File: config.mk
export PLATFORM = sky130hd
export DESIGN_NAME = knob_len_tracker
export DESIGN_NICKNAME = d
export VERILOG_FILES = /design/src/rtl/knob_len_pkg.sv /design/src/rtl/knob_block_avg.sv /design/src/rtl/knob_target_gate.sv /design/src/rtl/knob_len_slew.sv /design/src/rtl/knob_len_tracker.sv
export SDC_FILE = /design/constraint.sdc
export NUM_CORES = 1
export LEC_CHECK = 0
export CAP_MARGIN = 20
export CORE_MARGIN = 1.5
export CORE_UTILIZATION = 40
export CTS_CLUSTER_DIAMETER = 60
export DETAILED_ROUTE_END_ITERATION = 8
export PLACE_DENSITY_LB_ADDON = 0.1
export RECOVER_POWER = 100
export REMOVE_ABC_BUFFERS = 1
export SYNTH_ARGS = -nofsm -noshare
export SYNTH_HDL_FRONTEND = slang
export SYNTH_SLANG_ARGS = --single-unit
File: constraint.sdc
create_clock -name clk -period 6.6 [get_ports clk]
set_input_delay 0.66 -clock clk [delete_from_list [all_inputs] [get_ports clk]]
set_output_delay 0.66 -clock clk [all_outputs]
set_load 0.005 [all_outputs]
File: src/rtl/knob_len_pkg.sv
package knob_len_pkg;

    // Direction of the next slew step.
    typedef enum logic [1:0] {
        DIR_HOLD = 2'b00,
        DIR_UP   = 2'b01,
        DIR_DOWN = 2'b10
    } slew_dir_e;

    // Length used by the buffer until the knob is first read.
    localparam int unsigned POWERUP_LEN = 32'h0000_0600;

endpackage

File: src/rtl/knob_block_avg.sv
module knob_block_avg #(
    parameter int unsigned CODE_W   = 10,
    parameter int unsigned SUM_W    = 24,
    parameter int unsigned BLK_LOG2 = 8,
    parameter int unsigned SHIFT    = 2,
    parameter int unsigned LEN_W    = 16
) (
    input  logic              clk,
    input  logic              rst_n,
    input  logic              code_vld,
    input  logic [CODE_W-1:0] code,
    output logic              cand_vld,
    output logic [LEN_W-1:0]  cand
);
    localparam int unsigned CNT_W = BLK_LOG2;
    localparam logic [CNT_W-1:0] CNT_LAST = '1;

    typedef struct packed {
        logic [SUM_W-1:0] sum;
        logic [CNT_W-1:0] cnt;
        logic             vld;
        logic [LEN_W-1:0] cand;
    } avg_st_t;

    avg_st_t          s_d, s_q;
    logic [SUM_W-1:0] sum_next;

    always_comb begin
        s_d      = s_q;
        s_d.vld  = 1'b0;
        sum_next = s_q.sum + SUM_W'(code);
        if (code_vld) begin
            if (s_q.cnt == CNT_LAST) begin
                // block complete: publish candidate and restart
                s_d.cand = LEN_W'(sum_next >> SHIFT);
                s_d.vld  = 1'b1;
                s_d.sum  = '0;
                s_d.cnt  = '0;
            end else begin
                s_d.sum = sum_next;
                s_d.cnt = s_q.cnt + 1'b1;
            end
        end
    end

    always_ff @(posedge clk or negedge rst_n) begin
        if (!rst_n) s_q <= '0;
        else        s_q <= s_d;
    end

    assign cand_vld = s_q.vld;
    assign cand     = s_q.cand;

    // a published candidate always leaves an empty sum and count behind
    a_r2_restart: assert property (@(posedge clk) disable iff (!rst_n)
        s_q.vld |-> (s_q.sum == '0 && s_q.cnt == '0));

    // the closing reading of a block yields a candidate next cycle
    a_r2_block_close: assert property (@(posedge clk) disable iff (!rst_n)
        (code_vld && s_q.cnt == CNT_LAST) |=> s_q.vld);

    // without a reading, no candidate appears
    a_r3_no_spurious: assert property (@(posedge clk) disable iff (!rst_n)
        !code_vld |=> !s_q.vld);

endmodule

File: src/rtl/knob_target_gate.sv
module knob_target_gate #(
    parameter int unsigned LEN_W    = 16,
    parameter int unsigned MIN_LEN  = 2048,
    parameter int unsigned DEADBAND = 64,
    parameter int unsigned INIT_LEN = 1536
) (
    input  logic             clk,
    input  logic             rst_n,
    input  logic             cand_vld,
    input  logic [LEN_W-1:0] cand,
    output logic [LEN_W-1:0] goal
);
    localparam int unsigned DIFF_W = LEN_W + 1;
    localparam logic [LEN_W-1:0]  MIN_V  = LEN_W'(MIN_LEN);
    localparam logic [LEN_W-1:0]  INIT_V = LEN_W'(INIT_LEN);
    localparam logic [DIFF_W-1:0] BAND_V = DIFF_W'(DEADBAND);

    typedef struct packed {
        logic [LEN_W-1:0] goal;
    } gate_st_t;

    gate_st_t          s_d, s_q;
    logic [LEN_W-1:0]  clamped;
    logic [DIFF_W-1:0] diff;
    logic [DIFF_W-1:0] mag;
    logic              moved;

    always_comb begin
        s_d     = s_q;
        clamped = (cand < MIN_V) ? MIN_V : cand;
        diff    = {1'b0, clamped} - {1'b0, s_q.goal};
        mag     = diff[DIFF_W-1] ? (~diff + 1'b1) : diff;
        moved   = (mag >= BAND_V);
        if (cand_vld && moved) begin
            s_d.goal = {clamped[LEN_W-1:1], 1'b0};
        end
    end

    always_ff @(posedge clk or negedge rst_n) begin
        if (!rst_n) s_q.goal <= INIT_V;
        else        s_q      <= s_d;
    end

    assign goal = s_q.goal;

    // the goal moves only in response to a candidate
    a_r5_needs_cand: assert property (@(posedge clk) disable iff (!rst_n)
        !$stable(s_q.goal) |-> $past(cand_vld));

    // a goal that has been updated never lies below the floor
    a_r4_floor: assert property (@(posedge clk) disable iff (!rst_n)
        !$stable(s_q.goal) |-> (s_q.goal >= MIN_V));

    // goal is even
    a_r6_even: assert property (@(posedge clk) disable iff (!rst_n)
        s_q.goal[0] == 1'b0);

endmodule

File: src/rtl/knob_len_slew.sv
module knob_len_slew
    import knob_len_pkg::*;
#(
    parameter int unsigned LEN_W    = 16,
    parameter int unsigned STEP     = 2,
    parameter int unsigned INIT_LEN = 1536
) (
    input  logic             clk,
    input  logic             rst_n,
    input  logic             tick,
    input  logic [LEN_W-1:0] goal,
    output logic [LEN_W-1:0] active
);
    localparam logic [LEN_W-1:0] STEP_V = LEN_W'(STEP);
    localparam logic [LEN_W-1:0] INIT_V = LEN_W'(INIT_LEN);

    typedef struct packed {
        logic [LEN_W-1:0] active;
    } slew_st_t;

    slew_st_t         s_d, s_q;
    slew_dir_e        dir;
    logic [LEN_W-1:0] gap;
    logic [LEN_W-1:0] stride;

    always_comb begin
        s_d = s_q;
        if (s_q.active < goal) begin
            dir = DIR_UP;
            gap = goal - s_q.active;
        end else if (s_q.active > goal) begin
            dir = DIR_DOWN;
            gap = s_q.active - goal;
        end else begin
            dir = DIR_HOLD;
            gap = '0;
        end
        // never overshoot the goal
        stride = (gap < STEP_V) ? gap : STEP_V;
        if (tick) begin
            case (dir)
                DIR_UP:   s_d.active = s_q.active + stride;
                DIR_DOWN: s_d.active = s_q.active - stride;
                default:  s_d.active = s_q.active;
            endcase
        end
    end

    always_ff @(posedge clk or negedge rst_n) begin
        if (!rst_n) s_q.active <= INIT_V;
        else        s_q        <= s_d;
    end

    assign active = s_q.active;

    // no strobe, no movement
    a_r8_tick_only: assert property (@(posedge clk) disable iff (!rst_n)
        !tick |=> $stable(s_q.active));

    // a strobe with a gap always moves the length
    a_r7_moves: assert property (@(posedge clk) disable iff (!rst_n)
        (tick && s_q.active != goal) |=> !$stable(s_q.active));

    // a strobe with no gap holds the length
    a_r7_holds: assert property (@(posedge clk) disable iff (!rst_n)
        (tick && s_q.active == goal) |=> $stable(s_q.active));

    // upward steps never exceed the stride
    a_r7_up_step: assert property (@(posedge clk) disable iff (!rst_n)
        (tick && s_q.active < goal) |=> (s_q.active > $past(s_q.active)
                                         && s_q.active - $past(s_q.active) <= STEP_V));

endmodule

File: src/rtl/knob_len_tracker.sv
module knob_len_tracker
    import knob_len_pkg::*;
#(
    parameter int unsigned CODE_W    = 10,
    parameter int unsigned SUM_W     = 24,
    parameter int unsigned BLK_LOG2  = 8,
    parameter int unsigned LEN_W     = 16,
    parameter int unsigned FADE_STEP = 128,
    parameter int unsigned DEADBAND  = 64,
    parameter int unsigned SLEW_STEP = 2
) (
    input  logic              clk,
    input  logic              rst_n,
    input  logic              adc_valid,
    input  logic [CODE_W-1:0] adc_code,
    input  logic              sample_tick,
    output logic [LEN_W-1:0]  active_size
);
    // floor keeps room for two crossfade spans on each side
    localparam int unsigned MIN_LEN = 4 * (65536 / FADE_STEP);
    localparam int unsigned SHIFT   = 2;

    logic             cand_vld;
    logic [LEN_W-1:0] cand;
    logic [LEN_W-1:0] goal;

    knob_block_avg #(
        .CODE_W  (CODE_W),
        .SUM_W   (SUM_W),
        .BLK_LOG2(BLK_LOG2),
        .SHIFT   (SHIFT),
        .LEN_W   (LEN_W)
    ) u_avg (
        .clk     (clk),
        .rst_n   (rst_n),
        .code_vld(adc_valid),
        .code    (adc_code),
        .cand_vld(cand_vld),
        .cand    (cand)
    );

    knob_target_gate #(
        .LEN_W   (LEN_W),
        .MIN_LEN (MIN_LEN),
        .DEADBAND(DEADBAND),
        .INIT_LEN(POWERUP_LEN)
    ) u_gate (
        .clk     (clk),
        .rst_n   (rst_n),
        .cand_vld(cand_vld),
        .cand    (cand),
        .goal    (goal)
    );

    knob_len_slew #(
        .LEN_W   (LEN_W),
        .STEP    (SLEW_STEP),
        .INIT_LEN(POWERUP_LEN)
    ) u_slew (
        .clk   (clk),
        .rst_n (rst_n),
        .tick  (sample_tick),
        .goal  (goal),
        .active(active_size)
    );

endmodule

-- Yosys cells after proc, flatten, opt, wreduce, memory -nomap -nowiden
Cells that the tools add are included.
- $add $sub $neg: 8
- magnitude comparators: 5
- eq/ne operators: 3
- muxes and demuxes: 11
- bitwise gates (word level): 1
- reductions and logical operators: 4
- operators with widths (cell ; count):
    16-bit 2-to-1 mux ; 4
    17-bit 2-to-1 mux ; 3
    16-bit subtractor ; 3
    32-bit 2-to-1 mux ; 1
    16-bit case mux with 2 select lines ; 1
    24-bit by 10-bit adder with 24-bit output ; 1
    17-bit by 1-bit adder with 17-bit output, second input constant ; 1
    17-bit by 7-bit >= comparator with 1-bit output, second input constant ; 1
    17-bit NOT ; 1
    16-bit by 16-bit subtractor with 17-bit output ; 1
    16-bit adder ; 1
    16-bit > comparator ; 1
    16-bit by 12-bit < comparator with 1-bit output, second input constant ; 1
    16-bit < comparator ; 1
    16-bit by 2-bit < comparator with 1-bit output, second input constant ; 1
    8-bit by 1-bit adder with 8-bit output, second input constant ; 1
    8-bit equality test, second input constant ; 1
    2-bit 2-to-1 mux ; 2
    2-bit AND reduction ; 2
    2-bit by 1-bit equality test with 1-bit output, second input constant ; 1
    2-bit equality test, second input constant ; 1
    2-bit nonzero test ; 1
    1-bit logical AND ; 1
- bits in registers: 80
- input bits: 14
- logic and storage cells: 38

-- Logic depth before layout (Yosys ltp)
Gate-level depths: netlist of the first run.
- word-level depth: 8
- depth in mapped cells: 29

-- Hierarchy
Synthesis of the first run repeated with hierarchy kept, for this count alone.
- cells, all modules: 932
- area, all modules: 7694.9 um2
- by module, submodules not included (module ; times used ; cells an instance ; area an instance (um2)):
    knob_len_slew ; 1 ; 446 ; 3259.4
    knob_block_avg ; 1 ; 240 ; 2422.3
    knob_target_gate ; 1 ; 246 ; 2013.2

-- Least setup slack after synthesis of the first run
No wires, ideal clock.
- kind: reg-to-reg
- start: register, netlist name u_slew.active[1]
- end: register, netlist name u_slew.active[14]
- setup time: 0.134 ns
- arrival: 5.392 ns
- data required time: 6.466 ns
- slack: 1.074 ns
- cell stages (with the launch flop): 30
- path buffers: 0
- clock period less this slack: 5.526 ns
- path through: dfrtp_1 -> inv_1 -> ha_1 -> fa_1 -> nor2b_1 -> o21a_1 -> o21ai_0 -> a21boi_0 -> o21bai_1 -> a21oi_1 -> o21ai_0 -> a2111oi_0 -> o2111ai_1 -> nor3b_1 -> o21ai_0 -> ha_1 -> nand2_1 -> o21ai_0 -> fa_1 -> nor2b_1 -> o21ai_0 -> a21boi_0 -> o21ai_0 -> a21boi_0 -> o21ai_0 -> a31oi_1 -> a21o_1 -> a21oi_1 -> xor2_1 -> mux2i_1
- longest elaborated chain between the ends: 7
- elaborated cells on any way between the ends: 17
- classes of those cells: 4 x add/sub; 3 x order compare; 2 x eq/ne; 6 x mux; 2 x reduce/logical
- ends and longest elaborated chain (element ; line ; text):
    16-bit subtractor or 16-bit > comparator (tied branches) ; knob_len_slew.sv:33, knob_len_slew.sv:31 ;
    16-bit 2-to-1 mux ; knob_len_slew.sv:31 ; end else if (s_q.active > goal) begin
    16-bit 2-to-1 mux ; knob_len_slew.sv:28 ; if (s_q.active < goal) begin
    16-bit by 2-bit < comparator with 1-bit output ; knob_len_slew.sv:39 ; stride = (gap < STEP_V) ? gap : STEP_V;
    16-bit 2-to-1 mux ; knob_len_slew.sv:39 ;
    16-bit subtractor or 16-bit adder (tied branches) ; knob_len_slew.sv:43, knob_len_slew.sv:42 ;
    16-bit case mux with 2 select lines ; knob_len_slew.sv:41 ; case (dir)
Several ways; a longest one is shown, not always the timed one.
A chain may end at the register's enable or synchronous reset.

-- Worst setup path after layout of the first run
- start: register, netlist name u_slew.active[1]
- end: register, netlist name u_slew.active[15]
- longest elaborated chain between the ends: 7
- elaborated cells on any way between the ends: 17
- classes of those cells: 4 x add/sub; 3 x order compare; 2 x eq/ne; 6 x mux; 2 x reduce/logical
- ends and longest elaborated chain (element ; line):
    16-bit subtractor or 16-bit > comparator (tied branches) ; knob_len_slew.sv:33, knob_len_slew.sv:31
    16-bit 2-to-1 mux ; knob_len_slew.sv:31
    16-bit 2-to-1 mux ; knob_len_slew.sv:28
    16-bit by 2-bit < comparator with 1-bit output ; knob_len_slew.sv:39
    16-bit 2-to-1 mux ; knob_len_slew.sv:39
    16-bit subtractor or 16-bit adder (tied branches) ; knob_len_slew.sv:43, knob_len_slew.sv:42
    16-bit case mux with 2 select lines ; knob_len_slew.sv:41
Several ways; a longest one is shown, not always the timed one.

==> results of run 1 <==
## layer usage
layer,global-route usage,routed length [um]
met5,0,0
met4,0.0795,374
met3,0.0259,579
met2,0.371,9230
met1,0.255,8010
## power by group through the flow
| stage | combinational [mW] | sequential [mW] | clock, mW |
|---|---|---|---|
| after floorplan | 1.44 | 0.662 | 0 |
| after global placement | 1.96 | 0.689 | 0 |
| after detailed placement | 2.00 | 0.691 | 0 |
| after CTS | 2.01 | 0.684 | 0.541 |
| after global routing | 2.29 | 0.696 | 0.560 |
| final | 2.04 | 0.681 | 0.522 |
## per-stage QoR
step	setup WS [ns]	area, um^2	setup TNS, ns	cells	hold slack [ns]
2_1_floorplan	0.336	6830	0	788	0.364
3_3_place_gp	0.237	7500	0	1053	0.456
3_5_place_dp	-0.0443	7500	-0.0443	1053	0.470
4_1_cts	0.0198	7800	0	1069	0.486
5_1_grt	-0.0214	7820	-0.0214	1071	0.505
6_report	0.484	7820	0	1071	0.478
## cells in the final DEF (no fill, tap or decap), drive strengths merged, types with 6 or more instances in the layout
| cell type | count |
|---|---|
| a21boi | 6 |
| o211ai | 10 |
| nand3 | 19 |
| dlygate4sd3 | 14 |
| and3 | 7 |
| dfrtp | 70 |
| xor2 | 21 |
| mux2 | 14 |
| nor3 | 12 |
| nand2 | 68 |
| xnor2 | 32 |
| clkdlybuf4s50 | 14 |
| nand4 | 13 |
| a2111oi | 6 |
| o21ai | 80 |
| ha | 72 |
| o2bb2ai | 11 |
| nor2b | 19 |
| o31ai | 8 |
| buf | 8 |
| nand2b | 18 |
| o21a | 14 |
| o21bai | 6 |
| inv | 64 |
| mux2i | 10 |
| a31oi | 7 |
| a21oi | 49 |
| nor2 | 44 |
| o2111ai | 6 |
| clkbuf | 15 |
| a21o | 19 |
| or3 | 9 |
## layout make-up
type	instances	area share
flip-flops and latches	74	0.237
multi-input cells	654	0.612
repair buffers	42	0.0464
clock buffers	9	0.0288
clock inverters	7	0.0107
well taps	225	0.0360
inverters	60	0.0288
## registers in the layout, summed over array words and instances, names as in the netlist
register / flops
u_gate.goal: 15
u_avg.cand: 16
u_avg.cand_vld: 1
u_avg.s_q: 26
u_slew.active: 16
## repair_timing
action	in CTS	in global routing
resized for setup	1	11
setup buffers	0	2
pin swaps	0	4
setup endpoints to repair	1	7
## cell families (layout without fill, tap and decap cells)
| group | after synthesis | after routing | synth area share |
|---|---|---|---|
| AO/OA/AOI/OAI | 252 | 252 | 0.243 |
| XOR/XNOR | 53 | 53 | 0.0666 |
| adder cells (fa/ha/maj) | 77 | 77 | 0.144 |
| buffers and inverters | 92 | 118 | 0.0517 |
| flip-flops | 74 | 74 | 0.266 |
| multiplexers | 24 | 24 | 0.0418 |
| AND/OR/NAND/NOR | 248 | 248 | 0.187 |
## worst max path at each step
stage | to | cells after the start | slack, ns | startpoint
after global placement | u_slew.active[14] | 28 | 0.24 | u_slew.active[1]
final | u_slew.active[15] | 30 | 0.48 | u_slew.active[1]
after detailed placement | u_slew.active[14] | 28 | -0.04 | u_slew.active[1]
after floorplan | u_slew.active[14] | 26 | 0.34 | u_slew.active[2]
after CTS | u_slew.active[14] | 28 | 0.02 | u_slew.active[1]
after global routing | u_slew.active[14] | 29 | -0.02 | u_slew.active[1]
## critical path, delay by kind of cell (launching register included)
family                   cells  cell delay, ns
AO/OA/AOI/OAI               15            2.61
AND/OR/NAND/NOR              7            1.30
adder cells (fa/ha/maj)      4            1.03
flip-flops                   1            0.42
buffers and inverters        2            0.32
XOR/XNOR                     2            0.31
==> results.md, run 1 <==
- Status: finished with violations
- Failing checks: max-capacitance violations, max-slew violations
- Nets: 932
- Post-Syn Area: between 6000 and 7000 um^2
- Final Util: 0.455
- Synth top area share: 0.251
- Top post-synthesis cells by area: dfrtp_1 (25%), ha_1 (13%), o21ai_0 (5.5%)
- Endpoints failing hold: 0
- Most common cell in the netlist: o21ai_0
- Starting Density: 0.406
- Int Pwr: 1.75 mW
- Worst-margin pin slew: 4.16 ns
- Crit path kind: reg -> reg
- # DRC: 0
- Via density: 5.67
- Max Cap Viol: 1
- CTS H-tree depth: 3
- Hold Path Sink: u_avg.cand[4]
- Longest Clk Path Bufs: 2
- Routed WL per cell: 17.0 um
- Synth Register Bits: 74
- Switching power: 1.50 mW
- First-pass GRT wire length: between 20000 and 30000 um
- IR drop worst, VDD: 0.283 mV
- IO Pins: 30
- Hold path start: u_avg.cand[4]
- Fin. max-slew vios: 75
- Cell type with the largest total area after synthesis: dfrtp_1
- Hold_buf cts: 0
- R2R depth: 30
- CP dominant cell by count: o21ai_0
- CP Capture Type: flip-flop
- Root Buffer: clkbuf_16
- Period utilisation layout: 0.927
- Logic pwr share: 0.629
- Synth async-reset ratio: 1.00
- Avg Synthesized Cell Area: 8.50 um^2
- 1st-pass router iterations: 7
- Die Ht: 135 um
- Dpl hpwl: 14300 um
- CP startpoint kind: flip-flop
- Maximum clock rate: between 0.15 and 0.2 GHz
- Largest net degree at the start of global routing: between 70 and 80
- Required time worst endpoint: 6.83 ns
- Inserted Clock Buffers: 9
- Worst path slowest cell: or4b_2
- Die ar.: 18200 um^2
- Relative slew slack: -1.77
- Leakage power: 3.47 nW
- Worst-skew pair later-pin latency: 0.35 ns
- Post-synth EDFFs: 0
- Layout area overhead: 12.3%
- CTS clk-pin slew, worst paths: 0.07 ns
- Most instantiated cells after synthesis: o21ai_0 (76), ha_1 (72), dfrtp_1 (70)
- Setup-failing EPs final: 0
- Vias in the first global route: 5892
- Footprint of the multi-input gates: 4790 um^2
- Gr usage total: 0.208
- Buffers on Ports: 29
- Clock Sinks: 74
- Die span in x: 135 um
- Initial antenna violation count: 0
- Final min period: 6.12 ns
- Unique masters post-synth: 78
- Instance count of the mapped netlist: 820
- Worst Path Max Fanout: 5
- Yosys warning count: 0
- Placer Congestion: 0.864
- Routed vias: just over 6000
- Worst Hold Path Cells: 2
- DRT Wirelength: about 18000 um
- Share of cells above drive strength 1: 0.0792
- Sequential power share: 0.210
- Total core area: ~17000 um^2
- Clock share of power: 0.161
- Predominant post-synthesis flop cell: dfrtp_1
- P per Cell Area: 415 nW/um^2
- Sequential area share after synthesis: 0.266
- Final ANT Viol Nets: 0
- Worst path max stage delay: 0.65 ns
- Hold Path Class: reg -> reg
- R2r endpoint: u_slew.active[15]
- Ant. Diodes: 0
- Fillers: 1666
- Layout Skew: 0.00780 ns
- Sw frac: 0.461
- Crit path DAT: 6.35 ns
- R2r startpoint: u_slew.active[1]
- Row cnt: 48
- Grt ovf: 0
- Total power: 3.25 mW
- Reg area: 1860 um^2
- CTS tree: yes
- Initial DRC Count: slightly below 400
- R2R Setup Slk: 0.48 ns
(Power assumes the default switching activity.)
==> run 2: changes to the inputs <==
--- a/config.mk
+++ b/config.mk
@@ -5,8 +5,9 @@
 export SDC_FILE = /design/constraint.sdc
 export NUM_CORES = 1
 export LEC_CHECK = 0
+export ABC_AREA = 1
 export CAP_MARGIN = 20
-export CORE_MARGIN = 1.5
+export CORE_MARGIN = 8
 export CORE_UTILIZATION = 40
 export CTS_CLUSTER_DIAMETER = 60
 export DETAILED_ROUTE_END_ITERATION = 8
==> constraint.sdc (replaced) <==
create_clock -name clk -period 6.6 [get_ports clk]
set_input_delay 1.65 -clock clk [delete_from_list [all_inputs] [get_ports clk]]
set_output_delay 1.65 -clock clk [all_outputs]
set_load 0.005 [all_outputs]
==> results.md, run 2 <==
- Compound-Gate Fraction of Synth Area: 0.119
- Mux contribution to synthesized area: 0
- Commonest non-fill, non-tap cell in the layout: nand2_1
- Routed vias: 7363
- Starting Density: 0.404
- Status: finished with violations
- Vias in the first global route: 6861
- Predominant post-synthesis flop cell: dfrtp_1
- Nets: 1303
- IO Pins: 30
- Crit path kind: reg -> reg
- Post-Syn Area: 7780 um^2
- Ant. Diodes: 0
- Via density: approximately 5.0
- Gr usage total: 0.185
- Layout area overhead: 9.61%
- Total power: about 3.7 mW
- Largest register FFs: 26
- Worst-skew pair later-pin latency: ~0.34 ns
- Die Ht: 156 um
- Most flops, register: u_avg.s_q
- Synth Register Bits: 74
- Pre-CTS setup slack: about 0.85 ns
- Root Buffer: clkbuf_16
- Worst-margin pin slew: between 3 and 4 ns
- Longest Clk Path Bufs: 2
- CTS H-tree depth: 3
- Worst Path Max Fanout: 7
- Synthesized-area fraction occupied by and/or/nand/nor cells: 0.366
- Die span in x: around 160 um
- Top post-synthesis cells by area: dfrtp_1 (23%), nand2_1 (18%), ha_1 (12%)
- Leakage power: around 4.5 nW
- R2R depth: 32
- Synth top area share: 0.225
- Final WS setup: 0.817 ns
- Hold_buf cts: 0
- CTS tree: yes
- Largest family of logic cells by synthesized area: simple AND/OR/NAND/NOR gates
- P per Cell Area: 433 nW/um^2
- XOR/XNOR Fraction of Synth Area: 0.0460
- Cell type with the largest total area after synthesis: dfrtp_1
- # DRC: 0
- Max Cap Viol: 1
- Synth async-reset ratio: 1.00
- Layout Skew: 0.00764 ns
- Placer Congestion: 0.912
- Crit path DAT: 6.00 ns
- Post_cts resized: 0
- IR drop worst, VDD: 0.165 mV
- Endpoints failing hold: 0
- Routed WL per cell: 14.9 um
- Hold Path Class: reg -> reg
- Setup-failing EPs final: 0
- WP depth: 32
- Worst hold margin: 0.474 ns
- Total core area: 19300 um^2
- CP Capture Type: flip-flop
- Final min period: 5.78 ns
- CP dominant cell by count: nand2_1
- Initial DRC Count: 410
- Top delay family on crit path: simple AND/OR/NAND/NOR gates
- Final Util: 0.443
- Worst path max stage delay: 0.53 ns
- Most common cell in the netlist: nand2_1
- Total negative slack: 0 ns
- Final ANT Viol Nets: 0
- Share of cells above drive strength 1: 0.0567
- Period utilisation layout: 0.876
- Relative slew slack: -1.54
- RSZ-0062 raised after global routing: false
- Unique masters post-synth: 48
- Worst path bufs/invs: 3
- Inserted Clock Buffers: 9
- DRT Wirelength: 22100 um
- Dpl hpwl: 18000 um
- CP startpoint kind: flip-flop
- Failing checks: max-capacitance violations, max-slew violations
- Instance count of the mapped netlist: 1193
- Setup fix buffers added after clock tree synthesis: 0
- Worst Hold Path Cells: 2
- Grt ovf: 0
- Clock Sinks: 74
- Largest net degree at the start of global routing: 75
- Buffers on Ports: 29
- Adder-Cell Fraction of Synth Area: 0.129
- Initial antenna violation count: 0
- Maximum clock rate: 0.173 GHz
- Post-synth EDFFs: 0
- Fin. max-slew vios: 68
- Die ar.: 24200 um^2
- Worst path slowest cell: o21ai_0
- Sequential area share after synthesis: 0.239
- Row cnt: 51
- CTS clk-pin slew, worst paths: about 0.060 ns
- Required time worst endpoint: 6.82 ns
- First-pass GRT wire length: between 30000 and 40000 um
- 1st-pass router iterations: 5
- Most instantiated cells after synthesis: nand2_1 (373), inv_1 (164), nand3_1 (85), nor2_1 (85), ha_1 (72)
- Commonest cells after routing, fill and taps aside: nand2_1 (374), inv_1 (164), nand3_1 (86)
- Fillers: 2121
- Avg Synthesized Cell Area: between 6 and 7 um^2
- Yosys warning count: 0
[run 2: cell count changes in the layout (fill, tap and decap cells not counted), moves of 19 or more]
cell,previous run,this run
a21oi_1,49,68
inv_1,60,164
nand2_1,67,374
nand3_1,19,86
nor2_1,44,85
nor2b_1,19,0
[run 2: path summary, 6_finish.rpt]
path                                   from                 to  slack, ns
max reg2reg                u_slew.active[1]  u_slew.active[12]       0.82
min in group asynchronous             rst_n      u_avg.s_q[42]       1.21
min                         u_gate.goal[15]    u_gate.goal[15]       0.47
max                        u_slew.active[1]  u_slew.active[12]       0.82
max in group asynchronous             rst_n      u_avg.s_q[30]       1.43
min reg2reg                 u_gate.goal[15]    u_gate.goal[15]       0.47
[run 2: area by class of cell]
| cell class | instances | area (um^2) | area share |
|---|---|---|---|
| flip-flops and latches | 74 | 1860 | 0.218 |
| well taps | 265 | 332 | 0.0389 |
| repair buffers | 33 | 303 | 0.0355 |
| clock buffers | 11 | 233 | 0.0273 |
| inverters | 172 | 646 | 0.0757 |
| multi-input cells | 922 | 5110 | 0.598 |
| clock inverters | 5 | 57.6 | 0.00674 |
[run 2: cell families (layout without fill, tap and decap cells)]
logic type | Yosys count | count (layout)
compound gates | 166 | 166
simple gates | 639 | 639
fa+ha+maj | 77 | 77
flops | 74 | 74
buf+inv | 197 | 221
xor+xnor | 40 | 40
[run 2: through the flow]
stage | instance area, um^2 | cells
CTS | 8570 | 1481
global route | 8530 | 1482
floorplan | 7640 | 1168
finish | 8530 | 1482
global placement | 8280 | 1465
detailed placement | 8280 | 1465
[run 2: worst min-delay path: stages (launching register included)]
cell and delay (ns):
dfrtp_1 0.34, nand2_1 0.05, nand2_1 0.05
[run 2: routing by layer]
metal | global-route usage | part of all wire | wire length (um) | vias up
li1 | - | - | - | 3884
met1 | 0.257 | 0.50 | 11000 | 3326
met2 | 0.295 | 0.45 | 9950 | 130
met3 | 0.0252 | 0.037 | 820 | 23
met4 | 0.0513 | 0.016 | 347 | 0
met5 | 0 | 0 | 0 | -
[run 2: where the power goes]
part	leakage, nW	switching (mW)	internal, mW
clock	0.132	0.210	0.293
combinational	3.44	1.56	0.936
sequential	0.940	0.124	0.571
total	4.51	1.89	1.80
